**config.mk**
```make
export PLATFORM = sky130hd
export DESIGN_NAME = tfc_top
export DESIGN_NICKNAME = d
export VERILOG_FILES = /design/src/rtl/tfc_pkg.sv /design/src/rtl/tfc_flag_bank.sv /design/src/rtl/tfc_regs.sv /design/src/rtl/tfc_irq.sv /design/src/rtl/tfc_top.sv
export SDC_FILE = /design/constraint.sdc
export NUM_CORES = 1
export LEC_CHECK = 0
export ABC_AREA = 1
export BUFFER_PORTS_ARGS = -buffer_cell sky130_fd_sc_hd__buf_2
export CORE_ASPECT_RATIO = 1.5
export CORE_MARGIN = 5
export CORE_UTILIZATION = 51
export CTS_BUF_LIST = sky130_fd_sc_hd__clkbuf_2 sky130_fd_sc_hd__clkbuf_4 sky130_fd_sc_hd__clkbuf_8
export DETAILED_ROUTE_END_ITERATION = 12
export MAX_ROUTING_LAYER = met4
export PLACE_DENSITY = 0.92
export SYNTH_ARGS = -nofsm -noshare
export SYNTH_HDL_FRONTEND = slang
export SYNTH_HIERARCHICAL = 1
export SYNTH_SLANG_ARGS = --single-unit
```
**constraint.sdc**
```tcl
create_clock -name clk_i -period 1.1 [get_ports clk_i]
set_input_delay 0 -clock clk_i [delete_from_list [all_inputs] [get_ports clk_i]]
set_output_delay 0 -clock clk_i [all_outputs]
set_load 0.01 [all_outputs]
```
**src/rtl/tfc_pkg.sv**
```systemverilog
package tfc_pkg;
  localparam int ADDR_W  = 3;
  localparam int DATA_W  = 8;
  localparam int NFLAG   = 8;

  localparam logic [ADDR_W-1:0] A_FLAGS = 3'd0;
  localparam logic [ADDR_W-1:0] A_CLR_A = 3'd1;
  localparam logic [ADDR_W-1:0] A_CLR_B = 3'd2;
  localparam logic [ADDR_W-1:0] A_IEN   = 3'd3;
  localparam logic [ADDR_W-1:0] A_MCTL  = 3'd4;
  localparam logic [ADDR_W-1:0] A_GSTAT = 3'd5;

  // flag bit positions (shared by flags and enable registers)
  localparam int F_RDY = 0;
  localparam int F_EXP = 1;
  localparam int F_WAI = 5;
  localparam int F_PTC = 6;
  localparam int F_STC = 7;

  localparam logic [NFLAG-1:0] STICKY_MASK = 8'b1110_0010;
  localparam logic [NFLAG-1:0] VALID_MASK  = 8'b1110_0011;

  // clear register A bit positions
  localparam int CA_WAI = 3;
  localparam int CA_PTC = 4;
  localparam int CA_STC = 5;
  localparam int CA_DMA = 6;
  localparam int CA_FIFO = 7;

  typedef struct packed {
    logic       od;
    logic [1:0] line;
  } mctl_t;
endpackage

```
**src/rtl/tfc_flag_bank.sv**
```systemverilog
module tfc_flag_bank #(
  parameter int N = 8,
  parameter logic [N-1:0] STICKY = '0
) (
  input  logic         clk_i,
  input  logic         rst_ni,
  input  logic [N-1:0] set_i,
  input  logic [N-1:0] clr_i,
  input  logic [N-1:0] level_i,
  output logic [N-1:0] flags_o
);
  for (genvar k = 0; k < N; k++) begin : g_bit
    if (STICKY[k]) begin : g_sticky
      logic q;
      always_ff @(posedge clk_i or negedge rst_ni) begin
        if (!rst_ni)       q <= 1'b0;
        else if (set_i[k]) q <= 1'b1;
        else if (clr_i[k]) q <= 1'b0;
      end
      assign flags_o[k] = q;


      set_wins_chk: assert property (@(posedge clk_i) disable iff (!rst_ni)
        set_i[k] |=> flags_o[k]);

      clr_takes_chk: assert property (@(posedge clk_i) disable iff (!rst_ni)
        (clr_i[k] && !set_i[k]) |=> !flags_o[k]);

      flag_hold_chk: assert property (@(posedge clk_i) disable iff (!rst_ni)
        (!set_i[k] && !clr_i[k]) |=> $stable(flags_o[k]));
    end else begin : g_level
      assign flags_o[k] = level_i[k];
    end
  end
endmodule

```
**src/rtl/tfc_regs.sv**
```systemverilog
module tfc_regs
  import tfc_pkg::*;
(
  input  logic              clk_i,
  input  logic              rst_ni,
  input  logic              wr_en_i,
  input  logic [ADDR_W-1:0] addr_i,
  input  logic [DATA_W-1:0] wdata_i,
  output logic [NFLAG-1:0]  clr_o,
  output logic [NFLAG-1:0]  ien_o,
  output mctl_t             mctl_o,
  output logic              fifo_reset_o,
  output logic              dma_reset_o
);
  logic wr_a, wr_b;
  assign wr_a = wr_en_i && (addr_i == A_CLR_A);
  assign wr_b = wr_en_i && (addr_i == A_CLR_B);

  always_comb begin
    clr_o        = '0;
    clr_o[F_WAI] = wr_a && wdata_i[CA_WAI];
    clr_o[F_PTC] = wr_a && wdata_i[CA_PTC];
    clr_o[F_STC] = wr_a && wdata_i[CA_STC];
    clr_o[F_EXP] = wr_b && wdata_i[0];
  end

  always_ff @(posedge clk_i or negedge rst_ni) begin
    if (!rst_ni) begin
      ien_o        <= '0;
      mctl_o       <= '0;
      fifo_reset_o <= 1'b0;
      dma_reset_o  <= 1'b0;
    end else begin
      fifo_reset_o <= wr_a && wdata_i[CA_FIFO];
      dma_reset_o  <= wr_a && wdata_i[CA_DMA];
      if (wr_en_i && addr_i == A_IEN)  ien_o  <= wdata_i & VALID_MASK;
      if (wr_en_i && addr_i == A_MCTL) mctl_o <= wdata_i[2:0];
    end
  end


  dma_pulse_chk: assert property (@(posedge clk_i) disable iff (!rst_ni)
    dma_reset_o |-> $past(wr_a && wdata_i[CA_DMA]));

  fifo_pulse_chk: assert property (@(posedge clk_i) disable iff (!rst_ni)
    fifo_reset_o |-> $past(wr_a && wdata_i[CA_FIFO]));
endmodule

```
**src/rtl/tfc_irq.sv**
```systemverilog
module tfc_irq
  import tfc_pkg::*;
(
  input  logic             clk_i,
  input  logic             rst_ni,
  input  logic [NFLAG-1:0] flags_i,
  input  logic [NFLAG-1:0] ien_i,
  input  mctl_t            mctl_i,
  output logic             pending_o
);
  logic any_en;
  assign any_en    = |(flags_i & ien_i);
  assign pending_o = (mctl_i.line != 2'd0) && any_en;


  irq_line_chk: assert property (@(posedge clk_i) disable iff (!rst_ni)
    pending_o |-> (mctl_i.line != 2'd0));
endmodule

```
**src/rtl/tfc_top.sv**
```systemverilog
module tfc_top
  import tfc_pkg::*;
(
  input  logic              clk_i,
  input  logic              rst_ni,
  input  logic              wr_en_i,
  input  logic [ADDR_W-1:0] addr_i,
  input  logic [DATA_W-1:0] wdata_i,
  output logic [DATA_W-1:0] rdata_o,
  input  logic              fifo_nonempty_i,
  input  logic              evt_expired_i,
  input  logic              evt_waited_i,
  input  logic              evt_ptc_i,
  input  logic              evt_stc_i,
  input  logic              req_i,
  input  logic              stop_trig_i,
  output logic              irq_o,
  output logic [1:0]        irq_line_o,
  output logic              irq_open_drain_o,
  output logic              fifo_reset_o,
  output logic              dma_reset_o
);
  logic [NFLAG-1:0] set_v, clr_v, lvl_v, flags, ien;
  mctl_t            mctl;
  logic             data_left;

  always_comb begin
    set_v        = '0;
    set_v[F_EXP] = evt_expired_i;
    set_v[F_WAI] = evt_waited_i;
    set_v[F_PTC] = evt_ptc_i;
    set_v[F_STC] = evt_stc_i;
    lvl_v        = '0;
    lvl_v[F_RDY] = fifo_nonempty_i;
  end

  tfc_flag_bank #(.N(NFLAG), .STICKY(STICKY_MASK)) u_flags (
    .clk_i(clk_i), .rst_ni(rst_ni), .set_i(set_v), .clr_i(clr_v),
    .level_i(lvl_v), .flags_o(flags)
  );

  tfc_regs u_regs (
    .clk_i(clk_i), .rst_ni(rst_ni), .wr_en_i(wr_en_i), .addr_i(addr_i),
    .wdata_i(wdata_i), .clr_o(clr_v), .ien_o(ien), .mctl_o(mctl),
    .fifo_reset_o(fifo_reset_o), .dma_reset_o(dma_reset_o)
  );

  tfc_irq u_irq (
    .clk_i(clk_i), .rst_ni(rst_ni), .flags_i(flags), .ien_i(ien),
    .mctl_i(mctl), .pending_o(data_left)
  );

  assign irq_o            = data_left;
  assign irq_line_o       = mctl.line;
  assign irq_open_drain_o = mctl.od;

  always_comb begin
    unique case (addr_i)
      A_FLAGS: rdata_o = flags & VALID_MASK;
      A_IEN:   rdata_o = ien;
      A_MCTL:  rdata_o = {5'd0, mctl};
      A_GSTAT: rdata_o = {4'd0, stop_trig_i, req_i, 1'b0, data_left};
      default: rdata_o = '0;
    endcase
  end


  summary_chk: assert property (@(posedge clk_i) disable iff (!rst_ni)
    irq_o == rdata_o[0] || addr_i != A_GSTAT);

  reset_quiet_chk: assert property (@(posedge clk_i)
    !rst_ni |-> (!irq_o && !fifo_reset_o && !dma_reset_o));
endmodule

```
# After elaboration in Yosys (flattened, before gate mapping)
# Index checks and enable logic that the tools add are counted.
[word_totals] register_bits=14 input_bits=21
[classes] bitwise=1 n_mux=9 n_eq_ne=5 n_reduce_logical=18
[ops] operator="8-bit one-hot mux with 4 select lines" count=1
[ops] operator="1-bit logical AND" count=11
[ops] operator="2-bit nonzero test" count=5
[ops] operator="8-bit AND" count=1
[ops] operator="1-bit 2-to-1 mux" count=8
[ops] operator="8-bit OR reduction" count=1
[ops] operator="3-bit by 2-bit equality test with 1-bit output (second input constant)" count=2
[ops] operator="3-bit equality test (second input constant)" count=2
[ops] operator="3-bit by 1-bit equality test with 1-bit output (second input constant)" count=1
[ops] operator="3-bit zero test" count=1

# Logic depth before layout (Yosys ltp)
# Gate-level depths: netlist (run 1).
[logic_depth] word_depth=5 ltp_mapped=9

# Modules after synthesis
# Netlist (run 1), hierarchy kept.
[by_module_without_submodules] module="tfc_regs" area_per_inst_um2=530.5 seq_area_each_um2=250.2 cells_each=65 instances=1
[by_module_without_submodules] module="tfc_flag_bank" area_per_inst_um2=220.2 seq_area_each_um2=100.1 cells_each=28 instances=1
[by_module_without_submodules] module="tfc_top" area_per_inst_um2=203.9 seq_area_each_um2=0.0 cells_each=39 instances=1
[by_module_without_submodules] module="tfc_irq" area_per_inst_um2=61.3 seq_area_each_um2=0.0 cells_each=16 instances=1

# Worst setup path after synthesis (run 1)
# Ideal clock, no wire load.
[synth_timing] kind="register to output" start="register u_flags.g_bit[7].g_sticky.q" end="output port rdata_o[0]" arrival_time_ps=1128 setup_slack_ps=-28 stages_incl_launch_ff=10 cell_sequence="dfrtp_1 buf_4 nand2_1 nand2_1 nor2_1 a21oi_1 nand4_1 nand2_1 inv_1 nand2_1"
[synth_between] elab_chain_len=4
[synth_lines] element="start: declaration" line_no="tfc_flag_bank.sv:14" text="logic q;"
[synth_lines] element="start signal: assignment" line_no="tfc_flag_bank.sv:16" text="if (!rst_ni) q <= 1'b0;"
[synth_lines] element="start signal: assignment" line_no="tfc_flag_bank.sv:17" text="else if (set_i[k]) q <= 1'b1;"
[synth_lines] element="start signal: assignment" line_no="tfc_flag_bank.sv:18" text="else if (clr_i[k]) q <= 1'b0;"
[synth_lines] element="8-bit AND" line_no="tfc_irq.sv:12" text="assign any_en = |(flags_i & ien_i);"
[synth_lines] element="8-bit OR reduction" line_no="tfc_irq.sv:12"
[synth_lines] element="1-bit logical AND" line_no="tfc_irq.sv:13" text="assign pending_o = (mctl_i.line != 2'd0) && any_en;"
[synth_lines] element="net irq_o" line_no="tfc_top.sv:17" text="output logic irq_o,"
[synth_lines] element="8-bit one-hot mux with 4 select lines" line_no="tfc_top.sv:58" text="unique case (addr_i)"
[synth_lines] element="end: declaration" line_no="tfc_top.sv:9" text="output logic [DATA_W-1:0] rdata_o,"
# The timed path passes the listed nets, and every way through them passes these cells.

# Worst setup path in the final report (run 1)
[layout_timing] start="register u_regs.ien_o[1]" end="output port rdata_o[0]"
[layout_between] elab_chain_len=4
[layout_lines] element="start: declaration" line_no="tfc_regs.sv:10" text="output logic [NFLAG-1:0] ien_o,"
[layout_lines] element="start signal: assignment" line_no="tfc_regs.sv:36" text="if (wr_en_i && addr_i == A_IEN) ien_o <= wdata_i & VALID_MASK;"
[layout_lines] element="8-bit AND" line_no="tfc_irq.sv:12"
[layout_lines] element="8-bit OR reduction" line_no="tfc_irq.sv:12"
[layout_lines] element="1-bit logical AND" line_no="tfc_irq.sv:13"
[layout_lines] element="8-bit one-hot mux with 4 select lines" line_no="tfc_top.sv:58"
# No other way between the ends.

==> key figures, run 1 <==
Global route
  – Largest net degree at the start of global routing: 15
  – Congestion Overflow GR: 0
  – First-pass GRT wire length: 4470 um
  – Vias in the first global route: 1055
  – Initial antenna violation count: 0
  – Tot GR Track Use: 0.205

Timing
  – Peak Freq: 720 MHz
  – Final hold violation count: 0
  – Worst Skew: 0 ns
  – Final worst slack: -0.288 ns
  – Pins Over Slew Limit: 0
  – Setup TNS Final: -0.496 ns
  – RSZ-0062 raised after global routing: yes
  – Hold WS: 0.0575 ns
  – Period utilisation layout: 1.26
  – Tmin final: 1.39 ns
  – Final setup fails: 3

Cells and area
  – Layout Area Growth over Synthesis: 35.4%
  – Share of cells above drive strength 1: 0.337
  – Final Cell Area: 1340 um^2
  – Leading cell types in the layout, fill and taps excluded: nand2_1 (42), buf_2 (32), inv_1 (22)
  – # nets final: 215
  – Commonest non-fill, non-tap cell in the layout: nand2_1
  – # diodes: 0

Floorplan
  – Die area: 2930 um^2
  – Row count: 19
  – Die Span Y: 63.9 um
  – IO Pins: 35
  – Starting density of the core: 0.539
  – Core area: 1830 um^2
  – Die width: 45.9 um

Setup path
  – Crit-path cells: nand2_1 -> nand2_1 -> nor2_2 -> a21oi_2 -> nand4_1 -> nand2_1 -> inv_1 -> nand2_1 -> buf_2
  – Setup CP Type: register to output pin
  – CP required: 1.10 ns
  – Startpoint type of the worst setup path: register
  – CP bufs+invs: 2
  – Top delay family on crit path: simple AND/OR/NAND/NOR gates
  – CP dominant cell by count: nand2_1
  – Max Fanout on Critical Path: 2
  – Critical Path AT: 1.39 ns
  – Critical path endpoint category: output pin
  – Slowest CP cell: dfrtp_1
  – CP max stage delay: 0.37 ns

Synth
  – Mapped Area: 986 um^2
  – Syn Inst Count: 144
  – Number of synthesis warnings: 6
  – Syn Area/Cell: 6.85 um^2

Place
  – DPL Wire Length: 1850 um
  – Area of placed instances: 1110 um^2
  – Port bufs: 33
  – Routability cong.: 0.957

Pwr
  – Internal power: 1010 uW
  – Power density over cell area: 1120 nW/um^2
  – Lkg Pwr: 0.000773 uW
  – Gate power share: 0.336
  – Share of power burned in registers: 0.413
  – Part of the power in the clock network: 0.251
  – Net Switching: 493 uW
  – Switching fraction of total power: 0.329
  – Max VDD drop: 0.00100 V

Outcome
  – Violated checks: negative setup slack
  – Status: complete, but fails checks

Clock tree
  – CTS Buf Count: 3
  – H-tree levels: 1
  – Root Buffer: clkbuf_4
  – CTS Buffer Depth: 2
  – Sink Count: 14
  – Clock Latency Late Sink: 0.28 ns
  – Reg clk slew, reported paths: 0.09 ns
  – CTS tree: done

Routing
  – Total Wirelength: 2670 um
  – Iteration-0 DRC Markers: 42
  – First-pass DRT Iterations: 4
  – DR vias/cell: 4.96
  – DRT antenna net count: 0
  – DRC: 0
  – Via Count: 1062
  – WL/cell: 12.5 um

Min path
  – Worst Hold Class: input port to register

Job
  – Max-cap violation count: 0
-- state kept, by name, indices dropped and copies added, names as in the netlist --
signal	cells
u_regs/fifo_reset_o	1
u_flags/g_bit.g_sticky.q	4
u_regs/ien_o	5
u_regs/mctl_o	3
u_regs/dma_reset_o	1
-- layer usage --
metal  wire length [um]  global-route usage  up-vias
met5                  0                   -        -
met4                 93              0.0712        0
met3                175              0.0225        8
met2               1450               0.353       53
met1                951               0.235      479
li1                   -                   -      522
-- worst register-to-register path, delay by kind of cell, from the launching register on --
kind,cells,cell delay (ns)
flip-flops,1,0.40
AND/OR/NAND/NOR,2,0.09
buffers and inverters,2,0.24
-- stage by stage --
stage / util / std cells / power (uW) / setup WS (ns)
after floorplan: - / 148 / 861 / 0.0554
after detailed placement: 0.608 / 192 / 996 / 0.0502
final: 0.729 / 214 / 1500 / -0.288
after global placement: 0.608 / 192 / 975 / 0.0721
after global routing: 0.729 / 214 / 1590 / -0.368
after CTS: 0.709 / 212 / 1430 / -0.219
-- path summary, 6_finish.rpt --
path,from,endpoint,slack [ns],cells past startpoint
setup / recovery,u_regs/ien_o[1],rdata_o[0],-0.29,9
setup reg to reg,u_regs/ien_o[1],u_regs/ien_o[1],0.27,4
hold reg to reg,u_flags/g_bit[7].g_sticky.q,u_flags/g_bit[7].g_sticky.q,0.51,2
min in group asynchronous,rst_ni,u_regs/fifo_reset_o,0.14,2
hold / removal,wdata_i[3],u_flags/g_bit[5].g_sticky.q,0.06,6
max in group asynchronous,rst_ni,u_regs/mctl_o[2],0.72,2
-- power groups by stage --
stage | clock network, uW | logic (uW) | registers [uW]
floorplan | 0 | 228 | 633
global placement | 0 | 348 | 627
detailed placement | 0 | 362 | 634
CTS | 377 | 441 | 616
global route | 413 | 551 | 626
finish | 377 | 504 | 619
-- timing repair --
action | 4_1_cts | 5_1_grt
hold buffers | 11 | 0
pin swaps | 8 | 6
setup buffers | 5 | 3
gates resized for setup | 0 | 6
endpoints found under the hold margin | 28 | 0
setup endpoints to repair | 3 | 5
-- area by class of cell --
cell class / instances / area (um^2)
flip-flops and latches: 14 / 350
multi-input cells: 95 / 463
well taps: 21 / 26.3
inverters: 26 / 98.8
repair buffers: 54 / 360
clock buffers: 4 / 36.3
fillers: 126 / 495
(Power assumes the default switching activity.)
==> run 2, diff against run 1 <==
--- a/config.mk
+++ b/config.mk
@@ -6,14 +6,13 @@
 export NUM_CORES = 1
 export LEC_CHECK = 0
 export ABC_AREA = 1
-export BUFFER_PORTS_ARGS = -buffer_cell sky130_fd_sc_hd__buf_2
-export CORE_ASPECT_RATIO = 1.5
 export CORE_MARGIN = 5
-export CORE_UTILIZATION = 51
+export CORE_UTILIZATION = 62
 export CTS_BUF_LIST = sky130_fd_sc_hd__clkbuf_2 sky130_fd_sc_hd__clkbuf_4 sky130_fd_sc_hd__clkbuf_8
 export DETAILED_ROUTE_END_ITERATION = 12
+export DONT_BUFFER_PORTS = 1
 export MAX_ROUTING_LAYER = met4
-export PLACE_DENSITY = 0.92
+export PLACE_DENSITY = 0.89
 export SYNTH_ARGS = -nofsm -noshare
 export SYNTH_HDL_FRONTEND = slang
 export SYNTH_HIERARCHICAL = 1
==> run 2 against run 1 <==
Net effect: the flow still finishes with violations (negative setup slack); worst hold slack worse by 0.026 ns; cell area down 0.28%; clock skew did not move; sequential power increased by 4.4%; combinational power is 11% lower; non-clock buffer count is 19 lower; setup slack better by 0.042 ns; die area fell by 15%; wire length increased by 29%; critical endpoint unchanged.
==> key figures, run 2 (same netlist as run 1, synthesis figures left out) <==
Outcome
  – Status: complete, but fails checks (unchanged)
  – Violated checks: negative setup slack (unchanged)

Global route
  – Congestion Overflow GR: 0 (unchanged)
  – Vias in the first global route: 1020 (was 1055)
  – Largest net degree at the start of global routing: 15 (unchanged)
  – Tot GR Track Use: 0.262 (was 0.205)
  – First-pass GRT wire length: 4900 um (was 4470 um)
  – Initial antenna violation count: 0 (unchanged)

Cells and area
  – Max reg flops: 5 (unchanged)
  – Post-route insts no fill: 190 (was 214)
  – Layout Area Growth over Synthesis: 35.0% (was 35.4%)
  – Top reg by flops: u_regs/ien_o (unchanged)
  – Leading cell types in the layout, fill and taps excluded: nand2_1 (41), inv_1 (21), dlygate4sd3_1 (21) (was nand2_1 (42), buf_2 (32), inv_1 (22))
  – # nets final: 196 (was 215)
  – Largest regs: u_regs/ien_o (5), u_flags/g_bit.g_sticky.q (4), u_regs/mctl_o (3) (unchanged)
  – Fill cell count: 62 (was 126)
  – # diodes: 0 (unchanged)
  – Share of cells above drive strength 1: 0.230 (was 0.337)
  – Commonest non-fill, non-tap cell in the layout: nand2_1 (unchanged)

Place
  – Routability cong.: 0.790 (was 0.957)
  – Inst Count DP: 152 (was 192)
  – DPL Wire Length: 1580 um (was 1850 um)
  – Port bufs: 0 (was 33)

Clock tree
  – CTS Buffer Depth: 2 (unchanged)
  – CTS Buf Count: 3 (unchanged)
  – Root Buffer: clkbuf_4 (unchanged)
  – Reg clk slew, reported paths: 0.10 ns (was 0.09 ns)
  – Clock Latency Late Sink: 0.28 ns (about the same)
  – H-tree levels: 1 (unchanged)
  – CTS tree: done (unchanged)
  – Sink Count: 14 (unchanged)

Floorplan
  – Row count: 14 (was 19)
  – IO Pins: 35 (unchanged)
  – Die area: 2490 um^2 (was 2930 um^2)
  – Die Span Y: 49.9 um (was 63.9 um)
  – Core area: 1510 um^2 (was 1830 um^2)
  – Starting density of the core: 0.654 (was 0.539)
  – Die width: 49.9 um (was 45.9 um)

Routing
  – DRT antenna net count: 0 (unchanged)
  – DRC: 0 (unchanged)
  – First-pass DRT Iterations: 5 (was 4)
  – WL/cell: 18.1 um (was 12.5 um)
  – Total Wirelength: 3440 um (was 2670 um)
  – Iteration-0 DRC Markers: 73 (was 42)
  – Via Count: 1144 (was 1062)
  – DR vias/cell: 6.02 (was 4.96)

Min path
  – Worst Hold Class: input port to register (unchanged)
  – Hold path cells: 4 (was 6)

Pwr
  – Power density over cell area: 1120 nW/um^2 (about the same)
  – Max VDD drop: 0.00101 V (was 0.00100 V)
  – Lkg Pwr: 0.000714 uW (was 0.000773 uW)

Timing
  – Least-Margin Pin Slew: 0.656 ns
  – Peak Freq: 743 MHz (was 720 MHz)
  – Worst Skew: 0 ns (unchanged)
  – RSZ-0062 raised after global routing: yes (unchanged)
  – Period utilisation layout: 1.22 (was 1.26)
  – Final worst slack: -0.246 ns (was -0.288 ns)
  – Tmin final: 1.35 ns (was 1.39 ns)
  – Final hold violation count: 0 (unchanged)
  – Pins Over Slew Limit: 0 (unchanged)
  – Final setup fails: 3 (unchanged)
  – Hold WS: 0.0312 ns (was 0.0575 ns)
  – Rel. slew slack: 0.561

Setup path
  – CP required: 1.10 ns (about the same)
  – Max Fanout on Critical Path: 2 (unchanged)
  – Number of cells on the worst reg-to-reg path: 4 (unchanged)
  – Critical Path AT: 1.35 ns (was 1.39 ns)
  – Critical path endpoint category: output pin (unchanged)
  – Startpoint type of the worst setup path: register (unchanged)
  – Setup CP Type: register to output pin (unchanged)

Job
  – Max-cap violation count: 0 (unchanged)
## run 2: cell types whose count changed in the layout (fill, tap and decap cells not counted), sizes merged
cell,previous run,this run
buf,43,12
dlymetal6s4s,0,2
dlygate4sd3,11,21
## run 2: path summary, 6_finish.rpt
| check | start | end | slack, ns |
|---|---|---|---|
| setup / recovery | u_regs/ien_o[6] | rdata_o[0] | -0.25 |
| hold / removal | addr_i[1] | u_regs/ien_o[5] | 0.03 |
| setup reg to reg | u_flags/g_bit[5].g_sticky.q | u_flags/g_bit[5].g_sticky.q | 0.18 |
| hold reg to reg | u_regs/mctl_o[1] | u_regs/mctl_o[1] | 0.60 |
| max in group asynchronous | rst_ni | u_regs/mctl_o[1] | 0.47 |
| min in group asynchronous | rst_ni | u_regs/fifo_reset_o | 0.17 |
## run 2: through the flow
step / setup slack (ns) / setup TNS (ns) / power [uW] / util / area [um^2]
final: -0.246 / -0.403 / 1490 / 0.884 / 1330
after global routing: -0.303 / -0.515 / 1560 / 0.884 / 1330
after global placement: 0.139 / 0 / 875 / 0.615 / 927
after detailed placement: 0.0951 / 0 / 889 / 0.615 / 927
after floorplan: 0.0554 / 0 / 861 / - / 1000
after CTS: -0.178 / -0.602 / 1390 / 0.843 / 1270
## run 2: what timing repair did
item	CTS	global route
pin swaps	8	2
hold buffers	23	0
gates resized for setup	4	13
setup buffers	9	4
setup endpoints to repair	2	9
endpoints found under the hold margin	28	0
## run 2: area by class of cell
type	instances	area [um^2]	area share
flip-flops and latches	14	352	0.264
inverters	26	101	0.0761
well taps	16	20.0	0.0150
clock buffers	4	36.3	0.0273
multi-input cells	95	489	0.367
repair buffers	35	333	0.250
## run 2: critical path, stage by stage (launching register included)
cell	delay [ns]
dfrtp_1	0.40
nand2_1	0.09
nand2_1	0.08
nor2_1	0.05
a21oi_2	0.15
nand4_1	0.10
nand2_1	0.06
inv_1	0.04
nand2_2	0.08
## run 2: per-layer routing
layer / up-vias / GRT usage / share of wire
met4: 0 / 0.0917 / 0.038
met3: 22 / 0.0723 / 0.10
met1: 534 / 0.318 / 0.36
li1: 493 / - / -
met5: - / - / 0
met2: 95 / 0.415 / 0.50
## run 2: power by group
group          internal (uW)  total [uW]  switching (uW)
sequential               575         646            71.0
combinational            197         451             254
clock                    202         393             191
total                    974        1490             516
